`config.mk`:
```
export PLATFORM = sky130hd
export DESIGN_NAME = spi_rsp_word_asm
export DESIGN_NICKNAME = d
export VERILOG_FILES = /design/src/rtl/spi_rsp_word_asm.sv
export SDC_FILE = /design/constraint.sdc
export NUM_CORES = 1
export LEC_CHECK = 0
export BUFFER_PORTS_ARGS = -buffer_cell sky130_fd_sc_hd__buf_2
export CORE_UTILIZATION = 27
export DETAILED_ROUTE_END_ITERATION = 8
export PLACE_DENSITY = 0.45
export SLEW_MARGIN = 20
export SYNTH_ARGS = -nofsm -noshare
export SYNTH_HDL_FRONTEND = slang
export SYNTH_SLANG_ARGS = --single-unit
```
`constraint.sdc`:
```
create_clock -name clk -period 1.6 [get_ports clk]
set_input_delay 0.08 -clock clk [delete_from_list [all_inputs] [get_ports clk]]
set_output_delay 0.08 -clock clk [all_outputs]
set_load 0.01 [all_outputs]
```
`src/rtl/spi_rsp_word_asm.sv`:
```
// Read-word assembler.
// Shifts received bytes in from the top, so that the first of WORD_BYTES
// bytes ends in the least significant lane. Cleared when a command is accepted.
module spi_rsp_word_asm #(
    parameter int WORD_BYTES = 4
) (
    input  logic                    clk,
    input  logic                    rst_n,
    input  logic                    clear,
    input  logic                    shift,
    input  logic [7:0]              byte_in,
    output logic [8*WORD_BYTES-1:0] word
);
    localparam int WW = 8 * WORD_BYTES;

    // Hold or shift the data word.
    always_ff @(posedge clk) begin
        if (!rst_n)     word <= '0;
        else if (clear) word <= '0;
        else if (shift) word <= {byte_in, word[WW-1:8]};
    end

    // a shifted byte lands in the top lane one edge later.
    a_r8_top_lane: assert property (@(posedge clk) disable iff (!rst_n)
        (shift && !clear) |=> (word[WW-1:WW-8] == $past(byte_in)));
endmodule

```
==> results.sh <==
export IMPL_async_flop_share_pct=0
export IMPL_top_layer_used="met4"
export IMPL_wl_met3_um=162
export IMPL_vias=868
export IMPL_path_cells="buf_2"
export IMPL_grt_pass1_wl_um=3560
export IMPL_r2r_slack_ns=0.94
export IMPL_drc=0
export IMPL_worst_slew_pin_slew_ns=0.318
export IMPL_ctsResizeCount=0
export IMPL_drv_slew=0
export IMPL_slowest_stage="dfxtp_1"
export IMPL_die_h_um=67.9
export IMPL_syn_num_nets=116
export IMPL_p_leak_nw=0.754
export IMPL_syn_to_final_growth_pct=26.5
export IMPL_yosysTopAreaCellShare_pct=54.6
export IMPL_io_pins=44
export IMPL_dp_hpwl_um=1540
export IMPL_period_share_pct=54.6
export IMPL_drt_iter0_markers=68
export IMPL_dp_slack_ns=0.751
export IMPL_finClkSkew_ns=0.00146
export IMPL_core_area_um2=4090
export IMPL_outcome="completed"
export IMPL_final_area_um2=1490
export IMPL_rsz0062_at_grt="false"
export IMPL_crit_family="flip-flops"
export IMPL_fin_ws_ns=0.726
export IMPL_hold_class="in2reg"
export IMPL_dr_pass1_iters=2
export IMPL_synth_avg_cell_area_um2=11.3
export IMPL_nNetsFinal=161
export IMPL_initial_core_util_pct=28.7
export IMPL_slew_headroom_pct=78.8
export IMPL_start_kind="flip-flop"
export IMPL_critPathCaptureType="output port"
export IMPL_regMostFlops="word"
export IMPL_dieWidth_um=67.9
export IMPL_synth_area_leader_cell="dfxtp_1"
export IMPL_path_class="reg2out"
export IMPL_num_rows=23
export IMPL_die_area_um2=4610
export IMPL_avgViaCountPerCell=4.34
export IMPL_largest_registers="word (32)"
export IMPL_met1Wirelength_um=972
export IMPL_cts_max_path_buffers=2
export IMPL_htreeDepth=2
export IMPL_dpl_instance_area_um2=1390
export IMPL_largest_reg_flops=32
export IMPL_numCtsBuffers=5
export IMPL_ys_top_cells_by_count="dfxtp_1 (32), mux2i_1 (32), nor2_1 (32), buf_12 (3), buf_2 (3)"
export IMPL_synth_distinct_cells=7
export IMPL_clock_fmax_ghz=1.14
export IMPL_yosys_register_bits=32
export IMPL_hold_viol_final=0
export IMPL_worstPathBufferInverterCount=1
export IMPL_drv_cap=0
export IMPL_insertion_delay_ns=0.27
export IMPL_overflow=0
export IMPL_clk_pin_slew_worst_paths_ns=0.06
export IMPL_drive_above_1_share_pct=35.3
export IMPL_finalSetupTns_ns=0
export IMPL_routed_wl_um=2280
export IMPL_cts_hold_buf=0
export IMPL_portBuffers=43
export IMPL_synth_edf_count=0
export IMPL_grt_max_degree=33
export IMPL_yosys_most_used_dff="dfxtp_1"
export IMPL_post_cts_buffers=0
export IMPL_yosysWarnings=0
export IMPL_cts_tree="done"
export IMPL_yosys_top_cells_area="dfxtp_1 (55%), mux2i_1 (27%), nor2_1 (10%)"
export IMPL_avgRoutedWirePerCell_um=11.4
export IMPL_worstPathArrival_ns=0.79
export IMPL_ant_nets=0
export IMPL_seq_area_frac_synth_pct=54.6
export IMPL_critPathMaxFanout=3
export IMPL_antenna_found_initial=0
export IMPL_place_congestion=0.622
export IMPL_insertedDiodeCount=0
export IMPL_grt_usage_pct=10.9
export IMPL_p_per_area_nw_per_um2=1030
export IMPL_slowest_delay_ns=0.37
export IMPL_clock_sinks=32
export IMPL_finalCriticalPeriod_ns=0.874
export IMPL_wl_met2_um=1110
export IMPL_syn_inst=104
export IMPL_ctsRootBufferMaster="clkbuf_8"
export IMPL_worstPathRequired_ns=1.52
export IMPL_vdd_drop_max_v=0.000519
export IMPL_syn_area_um2=1170
export IMPL_setup_violations_final=0
export IMPL_grt_pass1_vias=792
==> cell families (layout without fill, tap and decap cells) <==
family | Yosys count | count (layout) | share of synthesized area (%)
DFF | 32 | 32 | 54.6
buffers and inverters | 7 | 53 | 7.36
muxes | 32 | 32 | 27.3
and+or+nand+nor | 33 | 33 | 10.8
==> cells in the final DEF, fill, tap and decap left out, drive strengths merged <==
cell type and n:
buf 45, mux2i 32, nor2 32, dfxtp 32
clkbuf 6, clkinv 2, nand2b 1
==> final cells by class <==
cell class / count / area (µm²)
multi-input combinational: 65 / 447
clock inverter: 2 / 10.0
timing repair buffer: 45 / 243
clock buffer: 6 / 82.6
sequential: 32 / 641
fill: 450 / 2600
tap: 50 / 62.6
==> layer usage <==
metal | vias to the layer above | GRT usage (%)
li1 | 430 | -
met2 | 28 | 18.0
met5 | - | 0
met3 | 4 | 4.67
met1 | 406 | 11.3
met4 | 0 | 7.03
==> worst min-delay path: cells and delay by family <==
kind	cells	cell delay [ns]
buffers and inverters	1	0.07
muxes	1	0.06
and+or+nand+nor	1	0.07
==> report_power, final <==
part | switching (mW) | total (mW) | internal (mW)
combinational | 0.0489 | 0.0945 | 0.0456
clock | 0.281 | 0.624 | 0.343
sequential | 0.00623 | 0.812 | 0.805
==> worst paths after layout <==
| kind | startpoint | to | depth (start not counted) |
|---|---|---|---|
| worst max register to register | word[12]$_SDFFE_PP0P_ | word[4]$_SDFFE_PP0P_ | 2 |
| worst min register to register | word[6]$_SDFFE_PP0P_ | word[6]$_SDFFE_PP0P_ | 2 |
| worst min-delay path | byte_in[1] | word[25]$_SDFFE_PP0P_ | 3 |
| worst max-delay path | word[10]$_SDFFE_PP0P_ | word[10] | 1 |
==> metrics by stage <==
stage               hold WS [ns]  total power, mW  utilization, %  instances
floorplan                  0.227            0.909               -        104
global placement           0.315            0.924            34.1        192
detailed placement         0.333            0.926            34.1        192
CTS                       0.0389             1.56            36.3        200
global route              0.0479             1.61            36.3        200
finish                    0.0430             1.53            36.3        200
Note: power is estimated with default switching activity, not from simulation.
